===== src/rtl/tracebuf_pkg.sv =====
package tracebuf_pkg;
  localparam logic [3:0] SEL_IDENT = 4'd0;
  localparam logic [3:0] SEL_DEPTH = 4'd1;
  localparam logic [3:0] SEL_WIDTH = 4'd2;
  localparam logic [3:0] SEL_STAT  = 4'd3;
  localparam logic [3:0] SEL_DATA  = 4'd4;
  localparam logic [3:0] SEL_RDPTR = 4'd5;
  localparam logic [3:0] SEL_WRPTR = 4'd6;
  localparam logic [3:0] SEL_TCNT  = 4'd7;
  localparam logic [3:0] SEL_CTRL  = 4'd8;

  // strobes from control to datapath
  typedef struct packed {
    logic stageLoad;  // capture formatter word into staging register
    logic commit;     // write staged word into RAM at write index
  } tb_strobe_t;
endpackage


===== src/rtl/tracebuf_dp.sv =====
module tracebuf_dp #(
  parameter int DEPTH = 16,
  parameter int WIDTH = 24,
  localparam int AW = $clog2(DEPTH)
) (
  input  logic                    clk,
  input  logic                    rstN,
  input  tracebuf_pkg::tb_strobe_t stb,
  input  logic [WIDTH-1:0]        fmtData,
  input  logic [AW-1:0]           wrIdx,
  input  logic [AW-1:0]           rdIdx,
  output logic [WIDTH-1:0]        rdWord
);
  logic [WIDTH-1:0] stageData;
  logic [WIDTH-1:0] mem [DEPTH];

  always_ff @(posedge clk or negedge rstN) begin
    if (!rstN) stageData <= '0;
    else if (stb.stageLoad) stageData <= fmtData;
  end

  always_ff @(posedge clk) begin
    if (stb.commit) mem[wrIdx] <= stageData;
  end

  assign rdWord = mem[rdIdx];
endmodule


===== src/rtl/tracebuf_ctl.sv =====
module tracebuf_ctl #(
  parameter int          DEPTH    = 16,
  parameter int          WIDTH    = 24,
  parameter logic [31:0] ID_VALUE = 32'h7B10_0A01,
  localparam int AW = $clog2(DEPTH)
) (
  input  logic                     clk,
  input  logic                     rstN,
  input  logic [3:0]               regSel,
  input  logic                     regWrEn,
  input  logic                     regRdEn,
  input  logic [31:0]              regWrData,
  output logic [31:0]              regRdData,
  input  logic                     fmtValid,
  input  logic                     trigIn,
  input  logic [WIDTH-1:0]         ramWord,
  output tracebuf_pkg::tb_strobe_t stb,
  output logic [AW-1:0]            wrIdx,
  output logic [AW-1:0]            rdIdx,
  output logic                     fullFlag,
  output logic                     trigSeen,
  output logic                     acqDone,
  output logic                     dfEmpty
);
  import tracebuf_pkg::*;

  logic [1:0]  ctrlReg;
  logic [31:0] postCnt;
  logic        stageValid;
  logic        accept;
  logic        haltCond;
  logic        wrCtrl, wrWp, wrRp, wrCnt, rdData;
  logic        armEdge;
  logic [31:0] ramWord32;
  logic [AW-1:0] wrIdxNext, rdIdxNext;

  generate
    if (WIDTH == 32) begin : g_full
      assign ramWord32 = ramWord;
    end else begin : g_pad
      assign ramWord32 = {{(32-WIDTH){1'b0}}, ramWord};
    end
  endgenerate

  assign wrCtrl  = regWrEn && (regSel == SEL_CTRL);
  assign wrWp    = regWrEn && (regSel == SEL_WRPTR);
  assign wrRp    = regWrEn && (regSel == SEL_RDPTR);
  assign wrCnt   = regWrEn && (regSel == SEL_TCNT);
  assign rdData  = regRdEn && !regWrEn && (regSel == SEL_DATA);
  assign armEdge = wrCtrl && regWrData[0] && !ctrlReg[0];

  assign haltCond = trigSeen && (postCnt == 32'd0);
  assign accept   = ctrlReg[0] && fmtValid && !haltCond && !acqDone;

  assign stb.stageLoad = accept;
  assign stb.commit    = stageValid;

  assign wrIdxNext = (wrIdx == AW'(DEPTH-1)) ? '0 : wrIdx + 1'b1;
  assign rdIdxNext = (rdIdx == AW'(DEPTH-1)) ? '0 : rdIdx + 1'b1;

  // control register
  always_ff @(posedge clk or negedge rstN) begin
    if (!rstN) ctrlReg <= '0;
    else if (wrCtrl) ctrlReg <= regWrData[1:0];
  end

  // staging pipeline and formatter-empty flag
  always_ff @(posedge clk or negedge rstN) begin
    if (!rstN) begin
      stageValid <= 1'b0;
      dfEmpty    <= 1'b1;
    end else begin
      stageValid <= accept;
      dfEmpty    <= !accept && !stageValid;
    end
  end

  // write index and wrapped flag
  always_ff @(posedge clk or negedge rstN) begin
    if (!rstN) begin
      wrIdx    <= '0;
      fullFlag <= 1'b0;
    end else if (wrWp) begin
      wrIdx    <= regWrData[AW-1:0];
      fullFlag <= 1'b0;
    end else if (stageValid) begin
      wrIdx <= wrIdxNext;
      if (wrIdx == AW'(DEPTH-1)) fullFlag <= 1'b1;
    end
  end

  // read index
  always_ff @(posedge clk or negedge rstN) begin
    if (!rstN) rdIdx <= '0;
    else if (wrRp) rdIdx <= regWrData[AW-1:0];
    else if (rdData) rdIdx <= rdIdxNext;
  end

  // trigger, post-trigger count, completion
  always_ff @(posedge clk or negedge rstN) begin
    if (!rstN) begin
      trigSeen <= 1'b0;
      acqDone  <= 1'b0;
      postCnt  <= '0;
    end else begin
      if (armEdge) trigSeen <= 1'b0;
      else if (ctrlReg[0] && trigIn) trigSeen <= 1'b1;

      if (armEdge) acqDone <= 1'b0;
      else if (ctrlReg[0] && haltCond) acqDone <= 1'b1;

      if (wrCnt) postCnt <= regWrData;
      else if (accept && trigSeen && postCnt != 32'd0) postCnt <= postCnt - 32'd1;
    end
  end

  // read mux
  always_comb begin
    unique case (regSel)
      SEL_IDENT: regRdData = ID_VALUE;
      SEL_DEPTH: regRdData = 32'(DEPTH);
      SEL_WIDTH: regRdData = 32'(WIDTH);
      SEL_STAT:  regRdData = {28'd0, dfEmpty, acqDone, trigSeen, fullFlag};
      SEL_DATA:  regRdData = ramWord32;
      SEL_RDPTR: regRdData = 32'(rdIdx);
      SEL_WRPTR: regRdData = 32'(wrIdx);
      SEL_TCNT:  regRdData = postCnt;
      SEL_CTRL:  regRdData = {30'd0, ctrlReg};
      default:   regRdData = 32'd0;
    endcase
  end
endmodule


===== src/rtl/tracebuf_ctrl.sv =====
module tracebuf_ctrl #(
  parameter int          DEPTH    = 16,
  parameter int          WIDTH    = 24,
  parameter logic [31:0] ID_VALUE = 32'h7B10_0A01
) (
  input  logic             clk,
  input  logic             rstN,
  input  logic [3:0]       regSel,
  input  logic             regWrEn,
  input  logic             regRdEn,
  input  logic [31:0]      regWrData,
  output logic [31:0]      regRdData,
  input  logic             fmtValid,
  input  logic [WIDTH-1:0] fmtData,
  input  logic             trigIn
);
  localparam int AW = $clog2(DEPTH);

  tracebuf_pkg::tb_strobe_t stb;
  logic [AW-1:0]    wrIdx, rdIdx;
  logic [WIDTH-1:0] ramWord;
  logic             fullFlag, trigSeen, acqDone, dfEmpty;

  tracebuf_ctl #(.DEPTH(DEPTH), .WIDTH(WIDTH), .ID_VALUE(ID_VALUE)) u_ctl (
    .clk(clk), .rstN(rstN), .regSel(regSel), .regWrEn(regWrEn), .regRdEn(regRdEn),
    .regWrData(regWrData), .regRdData(regRdData), .fmtValid(fmtValid), .trigIn(trigIn),
    .ramWord(ramWord), .stb(stb), .wrIdx(wrIdx), .rdIdx(rdIdx), .fullFlag(fullFlag),
    .trigSeen(trigSeen), .acqDone(acqDone), .dfEmpty(dfEmpty)
  );

  tracebuf_dp #(.DEPTH(DEPTH), .WIDTH(WIDTH)) u_dp (
    .clk(clk), .rstN(rstN), .stb(stb), .fmtData(fmtData),
    .wrIdx(wrIdx), .rdIdx(rdIdx), .rdWord(ramWord)
  );
endmodule


===== config.mk =====
export PLATFORM = sky130hd
export DESIGN_NAME = tracebuf_ctrl
export DESIGN_NICKNAME = d
export VERILOG_FILES = /design/src/rtl/tracebuf_pkg.sv /design/src/rtl/tracebuf_dp.sv /design/src/rtl/tracebuf_ctl.sv /design/src/rtl/tracebuf_ctrl.sv
export SDC_FILE = /design/constraint.sdc
export NUM_CORES = 1
export LEC_CHECK = 0
export CORE_MARGIN = 8
export CORE_UTILIZATION = 40
export DETAILED_ROUTE_END_ITERATION = 8
export PLACE_DENSITY = 0.68
export SKIP_LAST_GASP = 1
export SLEW_MARGIN = 20
export SYNTH_ARGS = -nofsm -noshare
export SYNTH_HDL_FRONTEND = slang
export SYNTH_HIERARCHICAL = 1
export SYNTH_SLANG_ARGS = --single-unit

===== constraint.sdc =====
create_clock -name clk -period 3.13 [get_ports clk]
set_clock_uncertainty 0.1 [all_clocks]
set_input_delay 0.626 -clock clk [delete_from_list [all_inputs] [get_ports clk]]
set_output_delay 0.626 -clock clk [all_outputs]
set_load 0.05 [all_outputs]

==> out/qor.yml, run 1 <==
synth:
  ys_async_sr_fraction_pct: 15.60
  synth_edf_count: 384
  yosys_warnings: 6
  ys_ff_latch: 455
  ys.flop_type: "edfxtp_1"
  yosysSeqAreaShare_pct: 71.78
  yosysUniqueCellTypes: 59
  syn_nets: 1101
  synth_area_mm2: 0.01854
  syn_avg_cell_area_um2: 17.97
  postSynthCellCount: 1032
drt:
  vias_per_cell: 5.623
  totalWireLength_um: 45760
  initialDrtViolationCount: 1040
  dr.pass1.iters: 5
  routedWlPerCell_um: 24.72
  antenna_left: 0
  vias: 10410
  post-route-drc-count: 0
floorplanning:
  dieArea_mm2: 0.05350
  initial_core_util_pct: 40.16
  die_h_um: 231.3
  core_area_mm2: 0.04616
  num_rows: 79
  fp.dieW_um: 231.3
  io_pins: 98
setup_path:
  crit_fanout: 6
  reg2reg_slack_ps: 510
  startpoint_type: "register"
  cp_data_required_time_ps: 2400
  reg2reg_to: "u_ctl/postCnt[1]"
  critPathCaptureType: "primary output"
  reg2reg_depth: 7
  critPathKind: "register to primary output"
  crit-reg2reg-launch: "u_ctl/postCnt[6]"
  arrival_ps: 2830
timing:
  period_share_pct: 113.7
  hold_violations: 0
  drv_slew: 0
  relSlewSlack_pct: 49.41
  worst_slack_ps: -427.5
  setup_viol: 24
  fin_crit_ps: 3558
  worst_pin_slew_ps: 757.2
  rsz0062_at_grt: "true"
  max_freq_mhz: 281.1
clock_tree:
  numCtsBuffers: 47
  clkSinkCount: 455
  h-tree-depth: 2
  clock_latency_ps: 550
  cts_max_path_buffers: 3
  clockRootBuffer: "clkbuf_16"
  cts_tree: "built"
  clk_pin_slew_ps: 60
finish:
  nFillCells: 3648
  layout.cells.non_filler: 1851
  diodes: 0
  nNetsFinal: 1277
  drive_gt1_share_pct: 33.36
  synthToLayoutAreaGrowth_pct: 25.24
power_and_ir_drop:
  switching_share_pct: 29.02
  leakage_nw: 7.768
  internal_power_mw: 12.86
  irDropWorstVdd_mv: 0.6624
  seq_power_share_pct: 48.1
  p_switching_mw: 5.259
  finalPower_mw: 18.12
  powerDensity_mw_per_mm2: 780.4
  combinationalPowerShare_pct: 22.2
  clkPwrFrac_pct: 29.7
placed_design:
  hpwl_um: 27950
  io_buffers: 97
  place_congestion: 0.8614
  placed_cells: 1744
run_status:
  outcome: "complete, but fails checks"
  violations: "setup timing"
grt:
  grt_pass1_vias: 10610
  grt_pass1_wl_um: 68140
  grtUsageTotal_pct: 16.80
  grt_max_degree: 48
  grt_overflow: 0
  antenna_found_initial: 0
worst_hold_path:
  hp-class: "register to register"
  min_to: "u_ctl/ctrlReg[1]"
  worstHoldPathCells: 1
  hp-start: "u_ctl/ctrlReg[1]"
flow_run:
  cap_violations: 0
stage by stage:
| step | area, um^2 | hold WS, ps | setup slack [ps] | util, % | setup TNS [ps] |
|---|---|---|---|---|---|
| floorplan | 18570 | 230.4 | -11.56 | - | -11.56 |
| global route | 23220 | 450.1 | -511.6 | 50.30 | -10230 |
| finish | 23220 | 445.8 | -427.5 | 50.30 | -8271 |
| CTS | 22910 | 440.6 | -468.8 | 49.64 | -9360 |
| global placement | 21140 | 435.2 | 16.70 | 45.81 | 0 |
| detailed placement | 21140 | 418.7 | 0.2562 | 45.81 | 0 |
power groups by stage:
stage	combinational (mW)	clock (mW)	sequential [mW]
floorplan	2.29	0	8.38
global placement	3.42	0	8.78
detailed placement	3.47	0	8.85
CTS	3.77	5.46	8.70
global route	4.27	5.68	8.83
finish	4.02	5.38	8.72
repair_timing:
item | 4_1_cts | 5_1_grt
hold endpoints to repair | 24 | 0
setup buffers | 8 | 10
hold buffers | 1 | 0
cloned | 3 | 1
resized for setup | 23 | 56
pin swaps | 8 | 40
setup endpoints to repair | 24 | 24
cell type report:
class                   instances  area, um^2  area share [%]
clock inverters                22       196.4          0.8460
clock buffers                  63        1289           5.550
inverters                       5       18.77         0.08083
repair buffers                187        2349           10.11
flip-flops and latches        455       13320           57.35
well taps                     607       759.5           3.271
multi-input cells             512        5291           22.79
critical path: stages, from the launching register on:
cell and delay [ps]:
dfrtp_4 460, buf_6 160, mux4_2 490, a22oi_1 230, nand2_2 110, mux4_2 470
a21oi_2 150, nor2_1 50, buf_4 180
kinds of logic after synthesis:
logic type,after synthesis,synth area share [%]
xor+xnor,31,1.464
simple gates,208,5.885
buf+inv,65,1.674
flops,455,71.78
compound gates,139,5.183
mux,131,13.81
fa+ha+maj,3,0.2025
metal layers:
layer | part of all wire, % | track usage (%) | wire length [um] | vias up
met1 | 42 | 22.89 | 19260 | 5389
met3 | 7.2 | 3.118 | 3316 | 72
met5 | 0 | 0 | 0 | -
li1 | - | - | - | 4519
met4 | 2.2 | 4.118 | 988 | 0
met2 | 49 | 27.75 | 22200 | 428
cells in the mapped netlist (all sizes together) (3+ instances only):
cell type	count	area [um^2]
mux2i	6	60.06
nand2	49	183.9
nor4	14	106.4
inv	5	18.77
o21ai	8	40.04
nor4b	6	82.58
a221o	3	30.03
a22oi	48	360.4
ha	3	37.54
nor3	16	96.35
edfxtp	384	11530
nand4	4	31.28
xor2	3	26.28
and3	3	18.77
xnor2	28	245.2
nor2	71	266.5
buf	22	148.9
nor2b	6	37.54
a21oi	44	220.2
dfrtp	70	1752
clkbuf	38	142.6
or3	3	18.77
nand3b	4	30.03
nand3	11	60.06
nand2b	3	18.77
mux2	28	315.3
a21o	7	52.55
a22o	17	150.1
or4	6	51.30
mux4	97	2185
and2	5	31.28
worst max-delay path by stage:
stage | start | to | slack (ps) | cells after the start
final | u_ctl/rdIdx[0] | regRdData[2] | -430 | 8
after global routing | u_ctl/rdIdx[0] | regRdData[1] | -510 | 8
after global placement | u_ctl/rdIdx[0] | regRdData[3] | 20 | 9
after floorplan | u_ctl/rdIdx[1] | regRdData[1] | -10 | 8
after detailed placement | regSel[0] | regRdData[1] | 0.3 | 7
after CTS | u_ctl/rdIdx[0] | regRdData[2] | -470 | 8
cells in the final DEF, fill, tap and decap left out, types with 9 or more instances in the layout:
cell / count
a21oi_1: 42
a22o_1: 14
a22oi_1: 12
a22oi_2: 36
buf_12: 48
buf_4: 58
clkbuf_1: 13
clkbuf_16: 51
clkdlybuf4s50_1: 64
clkinv_2: 9
dfrtp_1: 68
edfxtp_1: 384
mux2_2: 28
mux4_2: 97
nand2_1: 29
nand2_2: 20
nand3_1: 10
nor2_1: 58
nor2_2: 13
nor3_1: 10
nor4_1: 10
xnor2_1: 28
registers in the layout, indices dropped and copies added (netlist names), 2 cells and up:
| name | count |
|---|---|
| u_dp/mem | 384 |
| u_ctl/ctrlReg | 2 |
| u_ctl/postCnt | 32 |
| u_ctl/wrIdx | 4 |
| u_ctl/rdIdx | 4 |
| u_dp/stageData | 24 |
No activity file was read; power rests on OpenSTA's default activity.
==> run 2: changes to the inputs <==
SKIP_CTS_REPAIR_TIMING = 1   (was not set)
==> out/qor.yml, run 2 (synthesis results as in run 1) <==
setup_path:
  path_cells: "buf_12 > buf_16 > buf_4 > buf_4 > mux4_2 > a22oi_1 > nand2_1 > a22o_1 > buf_12"
  crit_path_max_incr_delay_ps: 490  # about the same
  path_delay_family: "buffers and inverters"
  critPathKind: "register to primary output"
  worst-path-buf-inv: 5  # +3
  startpoint_type: "register"
  cp_data_required_time_ps: 2400  # about the same
  arrival_ps: 2900  # +70 ps
  worst_path_max_delay_cell: "dfrtp_4"
  critPathCaptureType: "primary output"
  crit_fanout: 19  # +13
grt:
  grt_pass1_wl_um: 67300  # -1.2%
  grt_pass1_vias: 10510  # -0.90%
  antenna_found_initial: 0  # unchanged
  grtUsageTotal_pct: 16.51  # -0.29 points
  grt_overflow: 0  # unchanged
  grt_max_degree: 48  # unchanged
floorplanning:
  dieArea_mm2: 0.05350  # unchanged
  die_h_um: 231.3  # unchanged
  io_pins: 98  # unchanged
  fp.dieW_um: 231.3  # unchanged
  core_area_mm2: 0.04616  # unchanged
  initial_core_util_pct: 40.16  # unchanged
  num_rows: 79  # unchanged
timing:
  drv_slew: 0  # unchanged
  setup_viol: 24  # unchanged
  relSlewSlack_pct: 48.74  # -0.67 points
  rsz0062_at_grt: "true"
  period_share_pct: 115.9  # +2.2 points
  timing.hold.ws_ps: 441.7  # -4.096 ps
  worst_slack_ps: -496.3  # -68.77 ps
  worst_pin_slew_ps: 767.3  # +10.10 ps
  max_freq_mhz: 275.8  # -1.9%
  fin_crit_ps: 3626  # +68.77 ps
  hold_violations: 0  # unchanged
flow_run:
  cap_violations: 0  # unchanged
power_and_ir_drop:
  switching_share_pct: 28.88  # -0.15 points
  irDropWorstVdd_mv: 0.6531  # -1.4%
  clkPwrFrac_pct: 29.8  # about the same
  p_switching_mw: 5.207  # -0.99%
  internal_power_mw: 12.82  # -0.28%
  leakage_nw: 7.779  # +0.15%
  seq_power_share_pct: 48.4  # +0.3 points
  powerDensity_mw_per_mm2: 778.3  # -0.26%
  combinationalPowerShare_pct: 21.8  # -0.4 points
clock_tree:
  clk_pin_slew_ps: 60  # about the same
  clockRootBuffer: "clkbuf_16"
  h-tree-depth: 2  # unchanged
  cts_max_path_buffers: 3  # unchanged
  cts_tree: "built"
  clock_latency_ps: 550  # about the same
  clkSinkCount: 455  # unchanged
  numCtsBuffers: 47  # unchanged
worst_hold_path:
  hp-class: "register to register"
drt:
  totalWireLength_um: 45510  # -0.55%
  vias: 10420  # +0.096%
  dr.pass1.iters: 5  # unchanged
  vias_per_cell: 5.604  # -0.33%
  initialDrtViolationCount: 1102  # +6.0%
  post-route-drc-count: 0  # unchanged
  antenna_left: 0  # unchanged
  routedWlPerCell_um: 24.48  # -0.97%
finish:
  final_common_cell: "edfxtp_1"
  nNetsFinal: 1285  # +0.63%
  drive_gt1_share_pct: 32.43  # -0.93 points
  synthToLayoutAreaGrowth_pct: 24.96
  diodes: 0  # unchanged
  fin_util_pct: 50.19  # -0.11 points
  largest_reg_flops: 384  # unchanged
  largestRegisters: "u_dp/mem: 384 flops, u_ctl/postCnt: 32 flops, u_dp/stageData: 24 flops"
  layout_common_cells: "edfxtp_1 (384), mux4_2 (97), buf_4 (70)"
  regMostFlops: "u_dp/mem"
placed_design:
  place_congestion: 0.8614  # unchanged
  hpwl_um: 27950  # unchanged
  io_buffers: 97  # unchanged
run_status:
  outcome: "complete, but fails checks"
  violations: "setup timing"
-- run 2: cell type report --
class                      count  area, um^2
fill                        3661       22990
clock inverter                22       196.4
tap                          607       759.5
clock buffer                  63        1289
sequential                   455       13320
inverter                       5       18.77
timing repair buffer         195        2366
multi-input combinational    512        5221
-- run 2: metal layers --
metal | vias up | global-route usage, % | part of all wire, %
met1 | 5385 | 22.81 | 42
met4 | 0 | 3.682 | 2.2
met3 | 79 | 3.057 | 7.3
li1 | 4534 | - | -
met2 | 420 | 27.09 | 48
met5 | - | 0 | 0
-- run 2: through the flow --
stage | power [mW] | setup TNS (ps) | cell area [um^2] | instances | setup slack (ps)
final | 18.03 | -9018 | 23170 | 1859 | -496.3
after global routing | 18.70 | -11270 | 23170 | 1859 | -550.8
after CTS | 17.67 | -12360 | 22630 | 1829 | -601.9
after global placement | 12.20 | 0 | 21140 | 1744 | 16.70
after floorplan | 10.67 | -11.56 | 18570 | 1032 | -11.56
after detailed placement | 12.31 | 0 | 21140 | 1744 | 0.2562
-- run 2: final timing paths --
| kind | startpoint | endpoint | slack (ps) | cells after the start |
|---|---|---|---|---|
| max in group asynchronous | rstN | u_ctl/dfEmpty | 1750 | 3 |
| hold / removal | u_ctl/ctrlReg[1] | u_ctl/ctrlReg[1] | 440 | 1 |
| hold reg to reg | u_ctl/ctrlReg[1] | u_ctl/ctrlReg[1] | 440 | 1 |
| min in group asynchronous | rstN | u_dp/stageData[4] | 480 | 2 |
| setup reg to reg | u_ctl/postCnt[6] | u_ctl/postCnt[1] | 510 | 7 |
| setup / recovery | u_ctl/rdIdx[0] | regRdData[18] | -500 | 9 |
-- run 2: worst reg2reg max path: stages, from the launching register on --
cell	delay, ps
dfrtp_1	450
nor4_2	440
nand2_1	250
nor4b_4	380
buf_4	330
nor2_1	150
mux2i_1	140
mux2_2	270
-- run 2: power by group through the flow --
stage	Combinational, mW	Sequential (mW)	Clock [mW]
finish	3.94	8.72	5.37
global route	4.19	8.83	5.68
CTS	3.48	8.73	5.46
detailed placement	3.47	8.85	0
global placement	3.42	8.78	0
floorplan	2.29	8.38	0
